==> src/rtl/fdc_irq_pkg.sv <==
package fdc_irq_pkg;

   typedef enum logic [1:0] {
      IC_NORMAL   = 2'b00,
      IC_ABNORMAL = 2'b01,
      IC_INVALID  = 2'b10,
      IC_POLL     = 2'b11
   } ic_e;

   typedef struct packed {
      ic_e        ic;
      logic       seek_end;
      logic       equip_chk;
      logic       not_ready;
      logic       head;
      logic [1:0] drive;
   } st0_t;

   typedef enum logic [1:0] {
      BEAT_IDLE = 2'b00,
      BEAT_ST0  = 2'b01,
      BEAT_CYL  = 2'b10
   } beat_e;

   function automatic st0_t build_st0(ic_e ic, logic seek_end, logic [1:0] drive);
      st0_t s;
      s.ic        = ic;
      s.seek_end  = seek_end;
      s.equip_chk = 1'b0;
      s.not_ready = 1'b0;
      s.head      = 1'b0;
      s.drive     = drive;
      return s;
   endfunction

endpackage

==> src/rtl/fdc_seek_slot.sv <==
module fdc_seek_slot #(
   parameter int CYL_W = 8
) (
   input  logic             clk,
   input  logic             rst_n,
   input  logic             set_i,
   input  logic             fail_i,
   input  logic [CYL_W-1:0] cyl_i,
   input  logic             clr_i,
   output logic             pend_o,
   output logic             fail_o,
   output logic [CYL_W-1:0] cyl_o
);

   logic             pend_q;
   logic             fail_q;
   logic [CYL_W-1:0] cyl_q;

   always_ff @(posedge clk) begin
      if (!rst_n) begin
         pend_q <= 1'b0;
         fail_q <= 1'b0;
         cyl_q  <= '0;
      end else if (set_i) begin
         pend_q <= 1'b1;
         fail_q <= fail_i;
         cyl_q  <= cyl_i;
      end else if (clr_i) begin
         pend_q <= 1'b0;
      end
   end

   assign pend_o = pend_q;
   assign fail_o = fail_q;
   assign cyl_o  = cyl_q;

endmodule

==> src/rtl/fdc_prio_pick.sv <==
module fdc_prio_pick #(
   parameter int N     = 4,
   parameter int IDX_W = 2
) (
   input  logic [N-1:0]     req_i,
   output logic             found_o,
   output logic [IDX_W-1:0] idx_o
);

   always_comb begin
      found_o = 1'b0;
      idx_o   = '0;
      for (int i = N - 1; i >= 0; i--) begin
         if (req_i[i]) begin
            found_o = 1'b1;
            idx_o   = IDX_W'(i);
         end
      end
   end

endmodule

==> src/rtl/fdc_result_seq.sv <==
module fdc_result_seq
   import fdc_irq_pkg::*;
#(
   parameter int CYL_W = 8
) (
   input  logic             clk,
   input  logic             rst_n,
   input  logic             start_i,
   input  logic [7:0]       st0_i,
   input  logic [CYL_W-1:0] cyl_i,
   output logic             busy_o,
   output logic             valid_o,
   output logic             last_o,
   output logic [7:0]       byte_o
);

   beat_e      beat_q;
   logic [7:0] st0_q;
   logic [7:0] cyl_q;
   logic [7:0] cyl_ext;

   generate
      if (CYL_W == 8) begin : g_full
         assign cyl_ext = cyl_i;
      end else begin : g_pad
         assign cyl_ext = {{(8 - CYL_W){1'b0}}, cyl_i};
      end
   endgenerate

   always_ff @(posedge clk) begin
      if (!rst_n) begin
         beat_q <= BEAT_IDLE;
         st0_q  <= '0;
         cyl_q  <= '0;
      end else begin
         case (beat_q)
            BEAT_IDLE: if (start_i) begin
               beat_q <= BEAT_ST0;
               st0_q  <= st0_i;
               cyl_q  <= cyl_ext;
            end
            BEAT_ST0: beat_q <= BEAT_CYL;
            default:  beat_q <= BEAT_IDLE;
         endcase
      end
   end

   assign busy_o  = (beat_q != BEAT_IDLE);
   assign valid_o = (beat_q != BEAT_IDLE);
   assign last_o  = (beat_q == BEAT_CYL);
   assign byte_o  = (beat_q == BEAT_CYL) ? cyl_q : st0_q;

endmodule

==> src/rtl/fdc_irq_status.sv <==
module fdc_irq_status
   import fdc_irq_pkg::*;
#(
   parameter int NUM_DRIVES = 4,
   parameter int CYL_W      = 8
) (
   input  logic                  clk,
   input  logic                  rst_n,
   input  logic                  xfer_done_i,
   input  logic [1:0]            xfer_drive_i,
   input  logic                  seek_done_i,
   input  logic [1:0]            seek_drive_i,
   input  logic                  seek_fail_i,
   input  logic [CYL_W-1:0]      seek_cyl_i,
   input  logic                  sense_i,
   output logic                  irq_o,
   output logic [NUM_DRIVES-1:0] drive_busy_o,
   output logic                  res_valid_o,
   output logic                  res_last_o,
   output logic [7:0]            res_byte_o
);

   localparam int DRV_W = 2;
   localparam int SLOTS = 1 << DRV_W;

   generate
      if (NUM_DRIVES < 1 || NUM_DRIVES > SLOTS) begin : g_bad_drives
         $error("NUM_DRIVES must lie between 1 and 4");
      end
      if (CYL_W < 1 || CYL_W > 8) begin : g_bad_cyl
         $error("CYL_W must lie between 1 and 8");
      end
   endgenerate

   logic [NUM_DRIVES-1:0] pend;
   logic [NUM_DRIVES-1:0] fail;
   logic [NUM_DRIVES-1:0] clr;
   logic [NUM_DRIVES-1:0] set;
   logic [CYL_W-1:0]      cyl_all [SLOTS];

   logic             pick_found;
   logic [DRV_W-1:0] pick_idx;
   logic             seq_busy;
   logic             accept;
   logic             xpend_q;
   logic [DRV_W-1:0] xdrv_q;
   logic             xclr;
   st0_t             st0_sel;
   logic [CYL_W-1:0] cyl_sel;

   assign accept = sense_i && !seq_busy;

   genvar gi;
   generate
      for (gi = 0; gi < SLOTS; gi++) begin : g_slot
         if (gi < NUM_DRIVES) begin : g_live
            assign set[gi] = seek_done_i && (seek_drive_i == DRV_W'(gi));
            assign clr[gi] = accept && pick_found && (pick_idx == DRV_W'(gi));
            fdc_seek_slot #(.CYL_W(CYL_W)) u_slot (
               .clk    (clk),
               .rst_n  (rst_n),
               .set_i  (set[gi]),
               .fail_i (seek_fail_i),
               .cyl_i  (seek_cyl_i),
               .clr_i  (clr[gi]),
               .pend_o (pend[gi]),
               .fail_o (fail[gi]),
               .cyl_o  (cyl_all[gi])
            );
         end else begin : g_absent
            assign cyl_all[gi] = '0;
         end
      end
   endgenerate

   fdc_prio_pick #(.N(NUM_DRIVES), .IDX_W(DRV_W)) u_pick (
      .req_i   (pend),
      .found_o (pick_found),
      .idx_o   (pick_idx)
   );

   always_comb begin
      xclr = 1'b0;
      if (pick_found) begin
         st0_sel = build_st0(fail[pick_idx] ? IC_ABNORMAL : IC_NORMAL, 1'b1, pick_idx);
         cyl_sel = cyl_all[pick_idx];
      end else if (xpend_q) begin
         st0_sel = build_st0(IC_POLL, 1'b0, xdrv_q);
         cyl_sel = cyl_all[xdrv_q];
         xclr    = accept;
      end else begin
         st0_sel = build_st0(IC_INVALID, 1'b0, '0);
         cyl_sel = '0;
      end
   end

   always_ff @(posedge clk) begin
      if (!rst_n) begin
         xpend_q <= 1'b0;
         xdrv_q  <= '0;
      end else if (xfer_done_i) begin
         xpend_q <= 1'b1;
         xdrv_q  <= xfer_drive_i;
      end else if (xclr) begin
         xpend_q <= 1'b0;
      end
   end

   fdc_result_seq #(.CYL_W(CYL_W)) u_seq (
      .clk     (clk),
      .rst_n   (rst_n),
      .start_i (accept),
      .st0_i   (st0_sel),
      .cyl_i   (cyl_sel),
      .busy_o  (seq_busy),
      .valid_o (res_valid_o),
      .last_o  (res_last_o),
      .byte_o  (res_byte_o)
   );

   assign irq_o        = (|pend) || xpend_q;
   assign drive_busy_o = pend;

endmodule

==> config.mk <==
export PLATFORM = sky130hd
export DESIGN_NAME = fdc_irq_status
export DESIGN_NICKNAME = d
export VERILOG_FILES = /design/src/rtl/fdc_irq_pkg.sv /design/src/rtl/fdc_seek_slot.sv /design/src/rtl/fdc_prio_pick.sv /design/src/rtl/fdc_result_seq.sv /design/src/rtl/fdc_irq_status.sv
export SDC_FILE = /design/constraint.sdc
export NUM_CORES = 1
export LEC_CHECK = 0
export BUFFER_PORTS_ARGS = -buffer_cell sky130_fd_sc_hd__buf_2
export CORE_UTILIZATION = 45
export CTS_BUF_LIST = sky130_fd_sc_hd__clkbuf_4 sky130_fd_sc_hd__clkbuf_8
export CTS_CLUSTER_DIAMETER = 40
export DETAILED_ROUTE_END_ITERATION = 10
export SLEW_MARGIN = 20
export SYNTH_ARGS = -nofsm -noshare
export SYNTH_HDL_FRONTEND = slang
export SYNTH_SLANG_ARGS = --single-unit
export TNS_END_PERCENT = 10
==> constraint.sdc <==
create_clock -name clk -period 1.7 [get_ports clk]
set_clock_uncertainty 0.1 [all_clocks]
set_input_delay 0 -clock clk [delete_from_list [all_inputs] [get_ports clk]]
set_output_delay 0 -clock clk [all_outputs]
set_load 0.01 [all_outputs]
# After elaboration in Yosys (flattened, before gate mapping)
# Index checks and enable logic that the tools add are counted.
[classes] bitwise=2 n_eq_ne=9 n_reduce_logical=23 mux=36 n_lt_le_gt_ge=3
[ops] cell="8-bit two-way mux" n=8
[ops] cell="8-bit binary-select mux with 2-bit select" n=2
[ops] cell="1-bit two-way mux" n=18
[ops] cell="2-bit nonzero test" n=6
[ops] cell="2-bit equality test (second input constant)" n=5
[ops] cell="1-bit logical AND" n=10
[ops] cell="2-bit two-way mux" n=5
[ops] cell="7-bit two-way mux" n=1
[ops] cell="2-bit by 1-bit equality test with 1-bit output (second input constant)" n=3
[ops] cell="3-bit >= comparator (second input constant)" n=2
[ops] cell="2-bit zero test" n=3
[ops] cell="2-bit inverter with 3-bit output" n=2
[ops] cell="2-bit case mux with 2 select lines" n=1
[ops] cell="4-bit OR reduction" n=1
[ops] cell="2-bit by 3-bit less-than comparator with 1-bit output (second input constant)" n=1
[ops] cell="1-bit binary-select mux with 2-bit select" n=1
[ops] cell="2-bit inequality test (second input constant)" n=1
[ops] cell="2-bit AND reduction" n=1
[ops] cell="1-bit zero test" n=1
[ops] cell="1-bit logical OR" n=1
[totals] out_inout_bits=15 inputBits=18 register_bits=61 word_cells=90

# Longest topological paths before layout
# Gate-level depths: netlist of the first run.
[depth] depth_word=9 mapped_depth=6 depth_no_buf=4

# Hierarchy
# From an unflattened synthesis of the first run, not the netlist that was laid out.
[hier_totals] hier_cells=313 area_unflattened_um2=3178.0
[by_module_without_submodules] mod="fdc_seek_slot" area_each_um2=371.6 seq_area_each_um2=200.2 cells_per_inst=31 n_inst=4
[by_module_without_submodules] mod="fdc_result_seq" area_each_um2=832.0 seq_area_each_um2=360.3 cells_per_inst=88 n_inst=1
[by_module_without_submodules] mod="fdc_irq_status" area_each_um2=824.5 seq_area_each_um2=60.1 cells_per_inst=94 n_inst=1
[by_module_without_submodules] mod="fdc_prio_pick" area_each_um2=35.0 seq_area_each_um2=0.0 cells_per_inst=7 n_inst=1

# Worst setup path before layout of the first run
# OpenSTA, ideal clock, no wires.
[synth_timing] kind="register -> register" start="reg xdrv_q[0]" end="reg u_seq.cyl_q[7]" synth_period_minus_slack_ps=1482 t_required_ps=1478 path_slack_ps=218 arrival_ps=1260 n_path_buf=1 setup_time_ps=122 path_stages_with_launch=5 cell_sequence="dfxtp_1 > buf_6 > mux4_2 > a221oi_2 > a21oi_1"
[synth_between] elab_chain_len=6
[synth_lines] item="start: declaration" line="fdc_irq_status.sv:46" rtl="logic [DRV_W-1:0] xdrv_q;"
[synth_lines] item="start signal: assignment" line="fdc_irq_status.sv:103" rtl="xdrv_q <= xfer_drive_i;"
[synth_lines] item="2-bit inverter with 3-bit output (not written as such)" line="fdc_irq_status.sv:89" rtl="cyl_sel = cyl_all[xdrv_q];"
[synth_lines] item="8-bit binary-select mux with 2-bit select" line="fdc_irq_status.sv:89"
[synth_lines] item="8-bit two-way mux (not written as such) (2 in series)" line="fdc_irq_status.sv:89"
[synth_lines] item="8-bit two-way mux" line="fdc_irq_status.sv:87" rtl="end else if (xpend_q) begin"
[synth_lines] item="8-bit two-way mux" line="fdc_irq_status.sv:84" rtl="if (pick_found) begin"
[synth_lines] item="end signal: assignment" line="fdc_result_seq.sv:40" rtl="cyl_q <= cyl_ext;"
[synth_lines] item="end: declaration" line="fdc_result_seq.sv:19" rtl="logic [7:0] cyl_q;"
# Every way passes these cells. The select of a mux whose other input is x is not followed.
# A chain may end at the register's enable or synchronous reset.

# Worst setup path in the final report of the first run
[layout_timing] start="reg g_slot[2].g_live.u_slot.pend_q" end="out irq_o"
[layout_between] elab_chain_len=2
[layout_lines] item="start: declaration" line="fdc_seek_slot.sv:15" rtl="logic pend_q;"
[layout_lines] item="start signal: assignment" line="fdc_seek_slot.sv:21" rtl="pend_q <= 1'b0;"
[layout_lines] item="start signal: assignment" line="fdc_seek_slot.sv:25" rtl="pend_q <= 1'b1;"
[layout_lines] item="start signal: assignment" line="fdc_seek_slot.sv:29" rtl="pend_q <= 1'b0;"
[layout_lines] item="4-bit OR reduction" line="fdc_irq_status.sv:121" rtl="assign irq_o = (|pend) || xpend_q;"
[layout_lines] item="1-bit logical OR" line="fdc_irq_status.sv:121"
[layout_lines] item="end: declaration" line="fdc_irq_status.sv:16" rtl="output logic irq_o,"
# Every way passes these cells.

==> results of run 1 <==
[power by group]
| part | internal (uW) | switching [uW] | leakage [uW] |
|---|---|---|---|
| clock network | 622 | 566 | 0.0000958 |
| registers | 1420 | 52.9 | 0.000474 |
| logic | 203 | 223 | 0.000812 |
| total | 2240 | 842 | 0.00138 |
[routing by layer]
layer	vias to the layer above	track usage (%)	part of all wire [%]
met3	8	3.708	3.7
met2	51	36.39	46
li1	1199	-	-
met4	0	10.71	1.6
met5	-	0	0
met1	1130	34.39	49
[worst min-delay path, stage by stage]
cell     delay [ps]
buf_2           120
nand2_1          70
nor2_1          100
nand2_1          80
a21oi_1          50
[sequential cells by signal (all words and copies together) (netlist names)]
| name | cells |
|---|---|
| xpend_q | 1 |
| g_slot.g_live.u_slot.fail_o | 4 |
| u_seq.beat_q | 2 |
| u_seq.st0_q | 5 |
| g_slot.g_live.u_slot.cyl_o | 32 |
| g_slot.g_live.u_slot.pend_o | 4 |
| u_seq.cyl_q | 8 |
| xdrv_q | 2 |
[placed cells by master, fill, tap and decap left out, types with 6 or more instances in the layout]
master and count:
a21oi_1 41, buf_2 32, buf_4 18, clkbuf_8 11
dfxtp_1 56, dlygate4sd3_1 16, mux2i_1 20, mux4_2 7
nand2_1 55, nor2_1 31, o21a_1 6, o21ai_0 16
[worst min path at each step]
stage	startpoint	endpoint	slack, ps
after CTS	seek_done_i	g_slot[2].g_live.u_slot.fail_o	20
after global routing	seek_drive_i[1]	g_slot[2].g_live.u_slot.fail_o	50
after detailed placement	xfer_drive_i[1]	xdrv_q[1]	140
after global placement	xfer_drive_i[1]	xdrv_q[1]	140
after floorplan	xfer_done_i	xpend_q	20
final	seek_done_i	g_slot[2].g_live.u_slot.fail_o	30
[synthesized netlist by cell type, drive strengths merged]
master	instances
dfxtp	58
nand2	55
a21oi	41
nor2	31
buf	21
mux2i	20
o21ai	16
mux4	8
a221oi	7
clkbuf	6
o21a	6
mux2	5
nor3b	5
and2	4
inv	4
nand3	3
a22oi	2
and3	2
nand3b	2
nor2b	2
nor4	2
o211ai	2
or2	2
a211oi	1
a31o	1
a31oi	1
and4b	1
nor3	1
o31a	1
o31ai	1
o41ai	1
or2b	1
or3b	1
[what timing repair did]
action	in CTS	in global routing
hold buffers	16	0
endpoints found under the setup margin	1	4
gates resized for setup	1	3
hold endpoints to repair	46	0
[stage by stage]
step / hold slack (ps) / TNS [ps] / util, % / area [um2]
global placement: 143.0 / 0 / 50.99 / 3037
floorplan: 17.43 / 0 / - / 2796
finish: 26.56 / 0 / 56.91 / 3390
detailed placement: 144.7 / 0 / 50.99 / 3037
CTS: 20.23 / 0 / 56.81 / 3383
global route: 54.25 / -29.04 / 56.91 / 3390
[cells by family after synthesis]
logic type | Yosys count | share of synthesized area [%]
and+or+nand+nor | 112 | 18.30
AOI/OAI and AO/OA | 80 | 17.67
DFF | 58 | 41.52
muxes | 33 | 15.75
buffers and inverters | 31 | 6.756
[cell type report]
class | count | area [um2] | share of cell area (%)
inverters | 4 | 15.01 | 0.4430
multi-input cells | 225 | 1454 | 42.89
flip-flops and latches | 58 | 1166 | 34.40
well taps | 75 | 93.84 | 2.769
repair buffers | 67 | 475.5 | 14.03
clock buffers | 12 | 158.9 | 4.688
clock inverters | 4 | 26.28 | 0.7752
==> metrics.txt, run 1 <==
Synth area leaders dfxtp_1, nand2_1, a21oi_1, mux2i_1, mux4_2; sequential share of the synthesized area between 40% and 50%; WL/cell ~16 um; clock-pin slew on the worst setup and hold paths about 70 ps; DRC Markers 0; final hold vios 0; Yosys reg bits 58; Hold Path Depth 5; CP cell instances nor4_4 > buf_4 > or2b_1 > buf_2; Synth Warn # 0; CP endpoint kind output port; CP max FO 9; worst r2r path cells 4; clock tree root buffer cell clkbuf_8; clk_lat worst skew 340 ps; final non-filler cell total 445; Worst Setup SP g_slot[2].g_live.u_slot.pend_o; Ports 33; IR drop worst, VDD about 0.45 mV; gpl congestion slightly below 0.8; cell taking the most area after synthesis dfxtp_1; Leakage 0.001382 uW; Tot Pwr 3086 uW; Mapped Cells 314; DR vias/cell about 5.4; WS Path Type reg -> out; Distinct cells, synth 38; CP arrival about 1600 ps; WP buf/inv 2; CP Data Required Time 1600 ps; postcts setup bufs 0; Crit-path slowest cell dfxtp_4; # placed instances a little over 400; H-tree lvl count 3; min-delay worst type in -> reg; share of cells above drive strength 1 between 20% and 30%; grt total ovfl 0; Final period util a little over nine tenths; Detail Placement HPWL between 4 and 5 mm; core area between 5000 and 6000 um2; TritonCTS clock tree built; clock net sink count 58; syn_nets roughly 330; Final ANT Viol Nets 0; Max Cap Violations 0; Fillers between 500 and 600; syn_area_per_cell between 8 and 9 um2; synthesized area ~2800 um2; RSZ-0062 raised after global routing true; gr usage total roughly a quarter; setup ws final about 46 ps; reg-to-reg endpoint g_slot[3].g_live.u_slot.pend_o; Via Count around 2.4k; Setup violations, final 0; Syn-to-layout area delta 21.21%; die area approximately 6500 um2; fmax a little over 600 MHz; P per Cell Area a little over 900 nW/um2; DIE HEIGHT 80.83 um; CP Launch Type register; ant diodes 0; pre-CTS setup slack roughly 160 ps; WL final 7.244 mm; vias in the first global route around 2.2k; RR Startpoint u_seq.beat_q[0]; global-route wire length before repair between 10 and 15 mm; Final Max Slew Viols 0; CP delay by family, top simple AND/OR/NAND/NOR gates; status completed; Synth top area share 41.52%; Die X 80.83 um; DRT Pass-1 Iters 4; Clock Path Buffers 2; initial core utilization a little under half; initial DRC count 151; Worst-Margin Slew 539.4 ps; largest net degree at the start of global routing 40; NumNets Final 383; # rows 28; CTS buffer count 9; post-layout minimum cycle time between 1500 and 2000 ps; PortBufs 32; slowest stage delay, CP approximately 380 ps; Worst Setup EP irq_o; CP Depth 4; r2r setup slk around 180 ps; initial antenna violation count 0; Max-slew headroom between 60% and 70%
No activity file was read; power rests on OpenSTA's default activity.
==> inputs of run 2 (changes only) <==
==> constraint.sdc (replaced) <==
create_clock -name clk -period 1.95 [get_ports clk]
set_clock_uncertainty 0.1 [all_clocks]
set_input_delay 0 -clock clk [delete_from_list [all_inputs] [get_ports clk]]
set_output_delay 0 -clock clk [all_outputs]
set_load 0.01 [all_outputs]
==> metrics.txt, run 2 (synthesis gave the netlist of run 1 again) <==
status completed; CP Launch Type register; commonest non-fill, non-tap cell in the layout dfxtp_1; PortBufs 32; CP arrival ~1800 ps; global-route wire length before repair approximately 11 mm; gpl congestion between 0.7 and 0.8; P per Cell Area 793.9 nW/um2; min-delay worst type in -> reg; post-layout minimum cycle time 1855 ps; CP delay by family, top simple AND/OR/NAND/NOR gates; H-tree lvl count 3; WL final between 7 and 8 mm; RSZ-0062 raised after global routing false; WL/cell roughly 17 um; Leakage ~0.0014 uW; Die X between 80 and 90 um; grt total ovfl 0; die area 6533 um2; DR vias/cell 5.413; ant diodes 0; WP buf/inv 2; clock net sink count 58; final hold vios 0; Clock Path Buffers 2; commonest non-fill, non-tap cells in the layout dfxtp_1, nand2_1, a21oi_1, buf_2, nor2_1; Final Max Slew Viols 0; # placed instances approximately 400; clk_lat worst skew approximately 340 ps; initial core utilization between 40 and 50%; WS Path Type reg -> out; DRC Markers 0; NumNets Final 380; gr usage total a little under a quarter; # rows 28; clock-pin slew on the worst setup and hold paths approximately 70 ps; Setup violations, final 0; DRT Pass-1 Iters 4; Worst-Margin Slew slightly above 600 ps; TritonCTS clock tree built; placed cell area around 3000 um2; fmax between 500 and 600 MHz; Ports 33; CP Data Required Time 1850 ps; Final Instance Area approximately 3300 um2; Max Cap Violations 0; slowest stage delay, CP ~500 ps; Min Hold Slack about 38 ps; Tot Pwr 2650 uW; CP endpoint kind output port; CP max FO 16; IR drop worst, VDD 0.4901 mV; largest net degree at the start of global routing 36; Detail Placement HPWL approximately 4.7 mm; vias in the first global route ~2.2k; clock tree root buffer cell clkbuf_8; Setup TNS 0 ps; Final ANT Viol Nets 0; CTS buffer count 9; core area ~6000 um2; Max-slew headroom 58.40%; Syn-to-layout area delta 19.37%; Via Count around 2.4k; postcts setup bufs 0; share of cells above drive strength 1 22.40%; final non-filler cell total 441; CP cell instances nor4_4 > buf_4 > or2b_1 > buf_2; Crit-path slowest cell dfxtp_1; Final period util between 90 and 100%; max FFs per register 32; initial DRC count 170; DIE HEIGHT 80.83 um; initial antenna violation count 0
## run 2: final timing paths
check,start,endpoint,slack (ps),cells past startpoint
min reg2reg,g_slot[3].g_live.u_slot.fail_o,g_slot[3].g_live.u_slot.fail_o,370,2
max,g_slot[2].g_live.u_slot.pend_o,irq_o,90,4
min,seek_done_i,g_slot[2].g_live.u_slot.fail_o,40,5
max reg2reg,g_slot[2].g_live.u_slot.pend_o,u_seq.cyl_q[7],260,4
## run 2: power by group
group          total [uW]  switching, uW  internal [uW]
registers            1290           50.1           1240
clock network        1000            473            531
logic                 358            188            169
total                2650            711           1940
## run 2: final cells by class
type	count	area (um2)
clock buffer	12	158.9
clock inverter	3	15.01
fill	566	2618
inverter	4	15.01
multi-input combinational	225	1451
sequential	58	1161
tap	75	93.84
timing repair buffer	64	442.9
## run 2: metrics by stage
| step | util [%] | worst slack (ps) |
|---|---|---|
| after floorplan | - | 467.9 |
| after global placement | 50.27 | 327.1 |
| after detailed placement | 50.27 | 299.7 |
| after CTS | 56.05 | 99.14 |
| after global routing | 56.05 | 10.80 |
| final | 56.05 | 94.61 |
## run 2: per-layer routing
metal / share of wire (%) / GRT usage [%] / vias to the layer above
met2: 47 / 36.81 / 64
met5: 0 / 0 / -
met4: 1.5 / 10.18 / 0
met1: 48 / 32.59 / 1124
met3: 4.1 / 4.157 / 10
li1: - / - / 1189
## run 2: worst reg2reg max path, delay by kind of cell, from the launching register on
family          cells  cell delay, ps
compound gates      2             340
simple gates        2             430
flops               1             720
## run 2: repair_timing
item | 4_1_cts | 5_1_grt
gates resized for setup | 0 | 0
hold buffers | 17 | 0
endpoints found under the hold margin | 46 | 0
